$ cat src/rtl/memxfer_pkg.sv
package memxfer_pkg;
  localparam int MX_AW = 16;
  localparam int MX_DW = 8;
  localparam int MX_RW = 4;

  typedef enum logic [1:0] {AM_IND, AM_SHORT, AM_LONG, AM_DIRECT} amode_e;

  typedef struct packed {
    logic   legal;
    logic   store;
    amode_e mode;
    logic   dspace;
  } dec_t;

  typedef enum logic [2:0] {ST_IDLE, ST_RHI, ST_RLO, ST_RSRC, ST_ACC, ST_FIN} st_e;

  function automatic logic [MX_AW-1:0] sext_idx(input logic [MX_DW-1:0] v);
    return {{(MX_AW-MX_DW){v[MX_DW-1]}}, v};
  endfunction

  function automatic logic [MX_AW-1:0] ea_calc(input amode_e m,
                                               input logic [MX_AW-1:0] base,
                                               input logic [MX_DW-1:0] hi,
                                               input logic [MX_DW-1:0] lo);
    logic [MX_AW-1:0] r;
    case (m)
      AM_IND:    r = base;
      AM_SHORT:  r = base + sext_idx(lo);
      AM_LONG:   r = base + {hi, lo};
      default:   r = {hi, lo};
    endcase
    return r;
  endfunction
endpackage

$ cat src/rtl/memxfer_decode.sv
module memxfer_decode
  import memxfer_pkg::*;
(
  input  logic [7:0]       opcode,
  input  logic [MX_RW-1:0] pair_sel,
  output dec_t             dec
);
  logic direct_code;
  assign direct_code = (pair_sel[MX_RW-1:1] == '0);

  always_comb begin
    dec        = '0;
    dec.dspace = pair_sel[0];
    dec.mode   = AM_IND;
    case (opcode)
      8'hC3: begin dec.legal = 1'b1; dec.store = 1'b0; dec.mode = AM_IND;   end
      8'hD3: begin dec.legal = 1'b1; dec.store = 1'b1; dec.mode = AM_IND;   end
      8'hE7: begin dec.legal = 1'b1; dec.store = 1'b0; dec.mode = AM_SHORT; end
      8'hF7: begin dec.legal = 1'b1; dec.store = 1'b1; dec.mode = AM_SHORT; end
      8'hA7: begin
        dec.legal = 1'b1; dec.store = 1'b0;
        dec.mode  = direct_code ? AM_DIRECT : AM_LONG;
      end
      8'hB7: begin
        dec.legal = 1'b1; dec.store = 1'b1;
        dec.mode  = direct_code ? AM_DIRECT : AM_LONG;
      end
      default: dec.legal = 1'b0;
    endcase
  end
endmodule

$ cat src/rtl/memxfer_agen.sv
module memxfer_agen
  import memxfer_pkg::*;
(
  input  amode_e           mode,
  input  logic [MX_DW-1:0] base_hi,
  input  logic [MX_DW-1:0] base_lo,
  input  logic [MX_DW-1:0] ext_hi,
  input  logic [MX_DW-1:0] ext_lo,
  output logic [MX_AW-1:0] addr
);
  assign addr = ea_calc(mode, {base_hi, base_lo}, ext_hi, ext_lo);
endmodule

$ cat src/rtl/memxfer_seq.sv
module memxfer_seq
  import memxfer_pkg::*;
#(
  parameter int CNT_W = 6
) (
  input  logic             clk,
  input  logic             rst_n,
  input  logic             start_accept,
  input  logic             mem_ready,
  input  logic [CNT_W-1:0] ncyc,
  output st_e              st,
  output logic [CNT_W-1:0] cnt,
  output logic             done,
  output logic             busy
);
  localparam logic [CNT_W-1:0] CNT_MAX = '1;
  localparam logic [CNT_W-1:0] CNT_ONE = CNT_W'(1);

  assign busy = (st != ST_IDLE);
  assign done = (st == ST_FIN) && (cnt >= ncyc);

  always_ff @(posedge clk or negedge rst_n) begin
    if (!rst_n) begin
      st  <= ST_IDLE;
      cnt <= '0;
    end else begin
      case (st)
        ST_IDLE: if (start_accept) st <= ST_RHI;
        ST_RHI:  st <= ST_RLO;
        ST_RLO:  st <= ST_RSRC;
        ST_RSRC: st <= ST_ACC;
        ST_ACC:  if (mem_ready) st <= ST_FIN;
        ST_FIN:  if (done) st <= ST_IDLE;
        default: st <= ST_IDLE;
      endcase
      if (st == ST_IDLE) begin
        if (start_accept) cnt <= CNT_ONE;
      end else if (done) begin
        cnt <= '0;
      end else if (cnt != CNT_MAX) begin
        cnt <= cnt + CNT_ONE;
      end
    end
  end
endmodule

$ cat src/rtl/memxfer_unit.sv
module memxfer_unit
  import memxfer_pkg::*;
#(
  parameter int CYC_IND   = 10,
  parameter int CYC_SHORT = 12,
  parameter int CYC_LONG  = 14,
  parameter int CNT_W     = 6
) (
  input  logic             clk,
  input  logic             rst_n,
  input  logic             start,
  input  logic [7:0]       opcode,
  input  logic [MX_RW-1:0] reg_sel,
  input  logic [MX_RW-1:0] pair_sel,
  input  logic [MX_DW-1:0] ext_hi,
  input  logic [MX_DW-1:0] ext_lo,
  output logic [MX_RW-1:0] rf_raddr,
  input  logic [MX_DW-1:0] rf_rdata,
  output logic             rf_we,
  output logic [MX_RW-1:0] rf_waddr,
  output logic [MX_DW-1:0] rf_wdata,
  output logic             pmem_req,
  output logic             dmem_req,
  output logic [MX_AW-1:0] mem_addr,
  output logic             mem_we,
  output logic [MX_DW-1:0] mem_wdata,
  input  logic [MX_DW-1:0] mem_rdata,
  input  logic             mem_ready,
  output logic             busy,
  output logic             done,
  output logic             illegal
);
  localparam logic [CNT_W-1:0] N_IND   = CNT_W'(CYC_IND);
  localparam logic [CNT_W-1:0] N_SHORT = CNT_W'(CYC_SHORT);
  localparam logic [CNT_W-1:0] N_LONG  = CNT_W'(CYC_LONG);

  dec_t dec_in, dec_q;
  logic [MX_RW-1:0] reg_q;
  logic [MX_RW-2:0] pair_q;
  logic [MX_DW-1:0] hi_q, lo_q, base_hi, base_lo, src_q, xfer_q;
  logic [CNT_W-1:0] ncyc, cyc_cnt;
  logic             illegal_q;
  st_e              st;

  // named internal events, observed by the checker
  logic start_accept, start_reject, req_active, access_fire;

  memxfer_decode u_dec (.opcode(opcode), .pair_sel(pair_sel), .dec(dec_in));

  assign start_accept = start && !busy && dec_in.legal;
  assign start_reject = start && !busy && !dec_in.legal;

  always_ff @(posedge clk or negedge rst_n) begin
    if (!rst_n) begin
      dec_q     <= '0;
      reg_q     <= '0;
      pair_q    <= '0;
      hi_q      <= '0;
      lo_q      <= '0;
      illegal_q <= 1'b0;
    end else begin
      illegal_q <= start_reject;
      if (start_accept) begin
        dec_q  <= dec_in;
        reg_q  <= reg_sel;
        pair_q <= pair_sel[MX_RW-1:1];
        hi_q   <= ext_hi;
        lo_q   <= ext_lo;
      end
    end
  end

  always_comb begin
    case (dec_q.mode)
      AM_IND:   ncyc = N_IND;
      AM_SHORT: ncyc = N_SHORT;
      default:  ncyc = N_LONG;
    endcase
  end

  memxfer_seq #(.CNT_W(CNT_W)) u_seq (
    .clk(clk), .rst_n(rst_n), .start_accept(start_accept), .mem_ready(mem_ready),
    .ncyc(ncyc), .st(st), .cnt(cyc_cnt), .done(done), .busy(busy)
  );

  // register-file read sequencing: even (high) half, odd (low) half, then source
  always_comb begin
    case (st)
      ST_RHI:  rf_raddr = {pair_q, 1'b0};
      ST_RLO:  rf_raddr = {pair_q, 1'b1};
      default: rf_raddr = reg_q;
    endcase
  end

  assign req_active  = (st == ST_ACC);
  assign access_fire = req_active && mem_ready;

  always_ff @(posedge clk or negedge rst_n) begin
    if (!rst_n) begin
      base_hi <= '0;
      base_lo <= '0;
      src_q   <= '0;
      xfer_q  <= '0;
    end else begin
      if (st == ST_RHI)  base_hi <= rf_rdata;
      if (st == ST_RLO)  base_lo <= rf_rdata;
      if (st == ST_RSRC) src_q   <= rf_rdata;
      if (access_fire && !dec_q.store) xfer_q <= mem_rdata;
    end
  end

  memxfer_agen u_agen (
    .mode(dec_q.mode), .base_hi(base_hi), .base_lo(base_lo),
    .ext_hi(hi_q), .ext_lo(lo_q), .addr(mem_addr)
  );

  assign pmem_req  = req_active && !dec_q.dspace;
  assign dmem_req  = req_active &&  dec_q.dspace;
  assign mem_we    = req_active &&  dec_q.store;
  assign mem_wdata = src_q;
  assign rf_we     = done && !dec_q.store;
  assign rf_waddr  = reg_q;
  assign rf_wdata  = xfer_q;
  assign illegal   = illegal_q;
endmodule

$ cat config.mk
export PLATFORM = sky130hd
export DESIGN_NAME = memxfer_unit
export DESIGN_NICKNAME = d
export VERILOG_FILES = /design/src/rtl/memxfer_pkg.sv /design/src/rtl/memxfer_decode.sv /design/src/rtl/memxfer_agen.sv /design/src/rtl/memxfer_seq.sv /design/src/rtl/memxfer_unit.sv
export SDC_FILE = /design/constraint.sdc
export NUM_CORES = 1
export LEC_CHECK = 0
export CAP_MARGIN = 20
export CORE_MARGIN = 2
export CORE_UTILIZATION = 50
export DETAILED_ROUTE_END_ITERATION = 7
export PLACE_DENSITY = 0.8
export SYNTH_ARGS = -nofsm -noshare
export SYNTH_HDL_FRONTEND = slang
export SYNTH_SLANG_ARGS = --single-unit
$ cat constraint.sdc
create_clock -name clk -period 3.6 [get_ports clk]
set_input_delay 1.08 -clock clk [delete_from_list [all_inputs] [get_ports clk]]
set_output_delay 1.08 -clock clk [all_outputs]
set_load 0.01 [all_outputs]
[Word level (Yosys, flattened, before mapping)]
Cells that the tools add are included.
Cells by class
  muxes and demuxes: 14
  add/sub/neg operators: 3
  reductions and logical operators: 22
  equal/unequal tests: 17
  order comparisons: 1
Operators by type and width (number)
  8-bit == test (second input constant): 6
  16-bit one-hot mux with 3 select lines: 1
  16-bit adder: 2
  6-bit two-way mux: 4
  3-bit one-hot mux with 6 select lines: 1
  3-bit one-hot mux with 5 select lines: 1
  1-bit logical AND: 10
  3-bit two-way mux: 3
  4-bit one-hot mux with 2 select lines: 1
  6-bit by 1-bit adder with 6-bit output (second input constant): 1
  3-bit by 2-bit == test with 1-bit output (second input constant): 2
  3-bit == test (second input constant): 2
  6-bit by 4-bit >= comparator with 1-bit output: 1
  3-bit logical NOT: 2
  2-bit inequality test (second input constant): 3
  6-bit inequality test (second input constant): 1
  3-bit one-hot mux with 2 select lines: 1
  3-bit nonzero test: 2
  6-bit OR reduction: 1
  1-bit logical NOT: 4
  3-bit by 1-bit == test with 1-bit output (second input constant): 1
  3-bit AND reduction: 1
  2-bit by 1-bit == test with 1-bit output (second input constant): 1
  2-bit == test (second input constant): 1
  3 further kinds: 4
Storage, ports and cells
  bits in registers: 69
  word-level logic and storage cells: 71
  input bits: 52
  output and inout port bits: 47

[Longest topological paths before layout]
  depth after elaboration: 6
  gate-level depth with buffers: 14
  gate-level depth less buffers: 11

[By module]
From an unflattened synthesis, not the netlist that was laid out.
Second synthesis, totals
  cells, all modules: 405
  area, all modules: 4381.7 sq um
Modules (own cells, without submodules)
  memxfer_unit: area an instance 2389.8 sq um, seq. area each 1501.4 sq um, cells an instance 145, instances 1
  memxfer_agen: area an instance 1212.4 sq um, seq. area each 0.0 sq um, cells an instance 171, instances 1
  memxfer_seq: area an instance 706.9 sq um, seq. area each 225.2 sq um, cells an instance 78, instances 1
  memxfer_decode: area an instance 72.6 sq um, seq. area each 0.0 sq um, cells an instance 11, instances 1

[Least setup slack after synthesis]
OpenSTA, ideal clock, no wires.
  path kind: reg2out
  start: reg dec_q[1] (netlist name)
  end: out mem_addr[13]
  buffers on the path: 2
  setup slack: 79 ps
  cell stages (with the launch flop): 14
  required time: 2520 ps
  data arrival time: 2441 ps
  path through: dfrtp_1 > inv_1 > ha_1 > buf_2 > nand2b_1 > clkbuf_1 > nand2_1 > ha_1 > a21oi_1 > o21ai_0 > a31oi_1 > o21ai_0 > xnor2_1 > o221ai_1
On the way
  word-level cells in the longest chain between the ends: 2
  elaborated cells on any way between the ends: 4
  those cells by class: eq/ne: 2; mux: 1; reduce/logical: 1
Ends and longest elaborated chain
  from (decl): line memxfer_unit.sv:37  | dec_t dec_in, dec_q;
  from (signal assigned): line memxfer_unit.sv:64  | dec_q <= dec_in;
  2-bit == test (tied with other cells): line memxfer_pkg.sv:26  | case (m)
  16-bit one-hot mux with 3 select lines (*): line memxfer_pkg.sv:26
  to (decl): line memxfer_unit.sv:24  | output logic [MX_AW-1:0] mem_addr,
Every way passes the cells marked *; elsewhere a longest branch is shown, timed or not.

[Worst setup path in the final report]
  start: reg dec_q[1] (netlist name)
  end: out mem_addr[10]
Same word-level chain as after synthesis.

==> flow_metrics.py <==
metrics = {
    "route": {
        "dr_total_vias": 3677,
        "drtPass1Iterations": 6,
        "drc": 0,
        "wl_um": 11600,
        "ant_nets": 0,
        "drtIter0Drc": 145,
        "drt-vias-per-instance": 5.71,
        "avgRoutedWirePerCell_um": 18.0,
    },
    "cts": {
        "cts_buffer_depth": 2,
        "cts_buffers": 9,
        "cts-root-buf": "clkbuf_8",
        "clk_pin_slew_ns": 0.08,
        "clock-sinks": 69,
        "cts_tree": "yes",
        "cts_max_level": 3,
        "insertion_delay_ns": 0.36,
    },
    "yosys": {
        "synth_top_flop_cell": "dfrtp_1",
        "synth_cells": 396,
        "synth.net_count": 472,
        "postSynth.asyncResetShare": 1.00,
        "synth-edff-count": 0,
        "ys.warnings.count": 0,
        "yosysUniqueCellTypes": 50,
        "synth_seq_cells": 69,
        "synthesis.area_mm2": 0.00418,
        "yosysSeqAreaShare": 0.413,
        "syn_avg_cell_area_um2": 10.6,
    },
    "place": {
        "place.detailed.hpwl_um": 7820,
        "place.gp.congestion": 0.870,
        "io_buffers": 98,
        "placed_area_mm2": 0.00548,
    },
    "power": {
        "p_comb_frac": 0.569,
        "p_seq_frac": 0.301,
        "ir_drop_uv": 387,
        "pwr-share-clk": 0.130,
        "p_int_mw": 2.72,
        "power.density_mw_per_mm2": 761,
        "p_switching_mw": 1.82,
        "total_power_mw": 4.53,
        "swShare": 0.400,
        "leakagePower_nw": 2.77,
    },
    "floorplan": {
        "rows": 33,
        "die-area_mm2": 0.00911,
        "initial_core_util": 0.511,
        "io_pins": 99,
        "die_w_um": 95.5,
        "die_h_um": 95.5,
        "core_area_mm2": 0.00818,
    },
    "sta": {
        "fin_crit_sh": 1.03,
        "rsz0062_at_grt": "yes",
        "setup_viol": 6,
        "worst_slack_ns": -0.113,
        "fin_worst_skew_ns": 0.0111,
        "hold_slack_ns": 0.513,
        "max_slew_margin": 0.412,
        "tightest_slew_ns": 0.882,
        "fin_crit_ns": 3.71,
        "maxSlewViolCount": 0,
        "max_freq_mhz": 269,
        "hold_viol": 0,
        "tns_ns": -0.314,
    },
    "global_routing": {
        "antenna_found_initial": 0,
        "grt-ovfl-total": 0,
        "grt_pass1_wl_um": 17700,
        "grt_pass1_vias": 3785,
        "gr-usage-all-layers": 0.253,
        "grt_max_degree": 70,
    },
    "run_status": {
        "outcome": "finished with violations",
        "violations": "negative setup slack",
    },
    "finish": {
        "diodes": 0,
        "seq_area_mm2": 0.00173,
        "layout_commonest_cell": "clkdlybuf4s50_1",
        "drive_gt1_frac": 0.328,
        "final_nets": 610,
        "syn_to_final_growth_pct": 42.5,
        "fillers": 547,
        "layout_common_cells": "clkdlybuf4s50_1, dfrtp_1, nand2_1, buf_4, mux2_2",
        "multiInputGateArea_mm2": 0.00257,
        "design_area_mm2": 0.00596,
    },
    "worst_setup_path": {
        "start_kind": "flop",
        "cp.required_ns": 2.52,
        "r2r_setup_slack_ns": 1.31,
        "worstPathArrival_ns": 2.63,
        "cp_max_fo": 5,
        "criticalPathCategory": "reg2out",
        "cp-end-kind": "output pin",
    },
    "min_path": {
        "hp-class": "reg2reg",
    },
    "job": {
        "maxCapViolCount": 0,
    },
}
==> critical path, cell delays in order (launching register included) <==
cell      delay [ns]
dfrtp_1         0.39
inv_2           0.08
ha_4            0.14
nand2b_4        0.16
buf_12          0.13
nand2_4         0.05
ha_4            0.26
a21oi_1         0.15
o21ai_1         0.14
a31oi_4         0.22
buf_6           0.14
xor2_1          0.14
o221ai_1        0.11
buf_2           0.16
==> kinds of logic after synthesis <==
logic type	share of synthesized area
flip-flops	0.413
AND/OR/NAND/NOR	0.127
adder cells (fa/ha/maj)	0.0736
multiplexers	0.189
XOR/XNOR	0.0314
AO/OA/AOI/OAI	0.133
buffers and inverters	0.0326
==> synthesized netlist by cell type, types with 2 or more instances <==
| cell | count | area (um^2) |
|---|---|---|
| nand4_1 | 4 | 25.0 |
| dfrtp_1 | 69 | 1730 |
| a211oi_1 | 2 | 15.0 |
| and2_1 | 2 | 12.5 |
| a21o_1 | 4 | 30.0 |
| clkbuf_1 | 10 | 37.5 |
| a21boi_0 | 2 | 15.0 |
| nor3b_1 | 3 | 22.5 |
| buf_6 | 3 | 33.8 |
| nand3_1 | 7 | 35.0 |
| mux2i_1 | 2 | 20.0 |
| o31ai_1 | 4 | 30.0 |
| o21bai_1 | 3 | 22.5 |
| o21ai_0 | 21 | 105 |
| nor2_1 | 16 | 60.1 |
| o221ai_1 | 6 | 52.6 |
| a21oi_1 | 21 | 105 |
| xnor2_1 | 6 | 52.6 |
| nor2b_1 | 4 | 25.0 |
| nand2b_1 | 4 | 25.0 |
| ha_1 | 23 | 288 |
| nand2_1 | 59 | 221 |
| inv_1 | 12 | 45.0 |
| o211ai_1 | 3 | 22.5 |
| nand3b_1 | 2 | 15.0 |
| buf_2 | 4 | 20.0 |
| mux2_2 | 35 | 394 |
| nor3_1 | 5 | 25.0 |
| a221oi_1 | 3 | 26.3 |
| mux2_4 | 25 | 375 |
| xor2_1 | 9 | 78.8 |
| a22oi_1 | 3 | 22.5 |
| a31oi_1 | 3 | 18.8 |
==> per-layer routing <==
metal | share of wire | global-route usage
met2 | 0.50 | 0.433
met1 | 0.41 | 0.325
met3 | 0.070 | 0.0577
met5 | 0 | 0
met4 | 0.023 | 0.0631
==> path summary, 6_finish.rpt <==
kind	to	depth (start not counted)	from
min in group asynchronous	lo_q[4]	2	rst_n
min reg2reg	mem_wdata[1]	1	mem_wdata[1]
min	mem_wdata[1]	1	mem_wdata[1]
max	mem_addr[10]	13	dec_q[1]
max in group asynchronous	base_lo[3]	2	rst_n
max reg2reg	u_seq.cnt[3]	13	dec_q[1]
==> sequential cells by signal, indices dropped and copies added, names as in the netlist <==
name	count
base_hi	8
base_lo	8
dec_q	4
hi_q	8
illegal	1
lo_q	8
mem_wdata	8
pair_q	3
rf_waddr	4
rf_wdata	8
u_seq.cnt	6
u_seq.st	3
==> area by class of cell <==
cell class,count,area share
multi-input cells,298,0.432
flip-flops and latches,69,0.290
well taps,105,0.0220
repair buffers,144,0.220
clock inverters,6,0.00777
clock buffers,10,0.0214
inverters,12,0.00756
==> power by group through the flow <==
stage / combinational [mW] / sequential [mW] / clock [mW]
floorplan: 1.32 / 1.30 / 0
global placement: 2.24 / 1.32 / 0
detailed placement: 2.30 / 1.34 / 0
CTS: 2.39 / 1.34 / 0.593
global route: 2.77 / 1.40 / 0.631
finish: 2.58 / 1.37 / 0.591
==> timing repair <==
action / 4_1_cts / 5_1_grt
gates resized for setup: 71 / 35
hold buffers: 0 / 0
pin swaps: 7 / 14
endpoints found under the setup margin: 12 / 13
buffers inserted: 6 / 3
endpoints found under the hold margin: 0 / 0
==> stage by stage <==
| stage | instances | util | worst slack, ns |
|---|---|---|---|
| floorplan | 396 | - | 0.0786 |
| global placement | 620 | 0.671 | -0.194 |
| detailed placement | 620 | 0.671 | -0.287 |
| CTS | 642 | 0.711 | -0.0815 |
| global route | 644 | 0.729 | -0.231 |
| finish | 644 | 0.729 | -0.113 |
(Power assumes the default switching activity.)
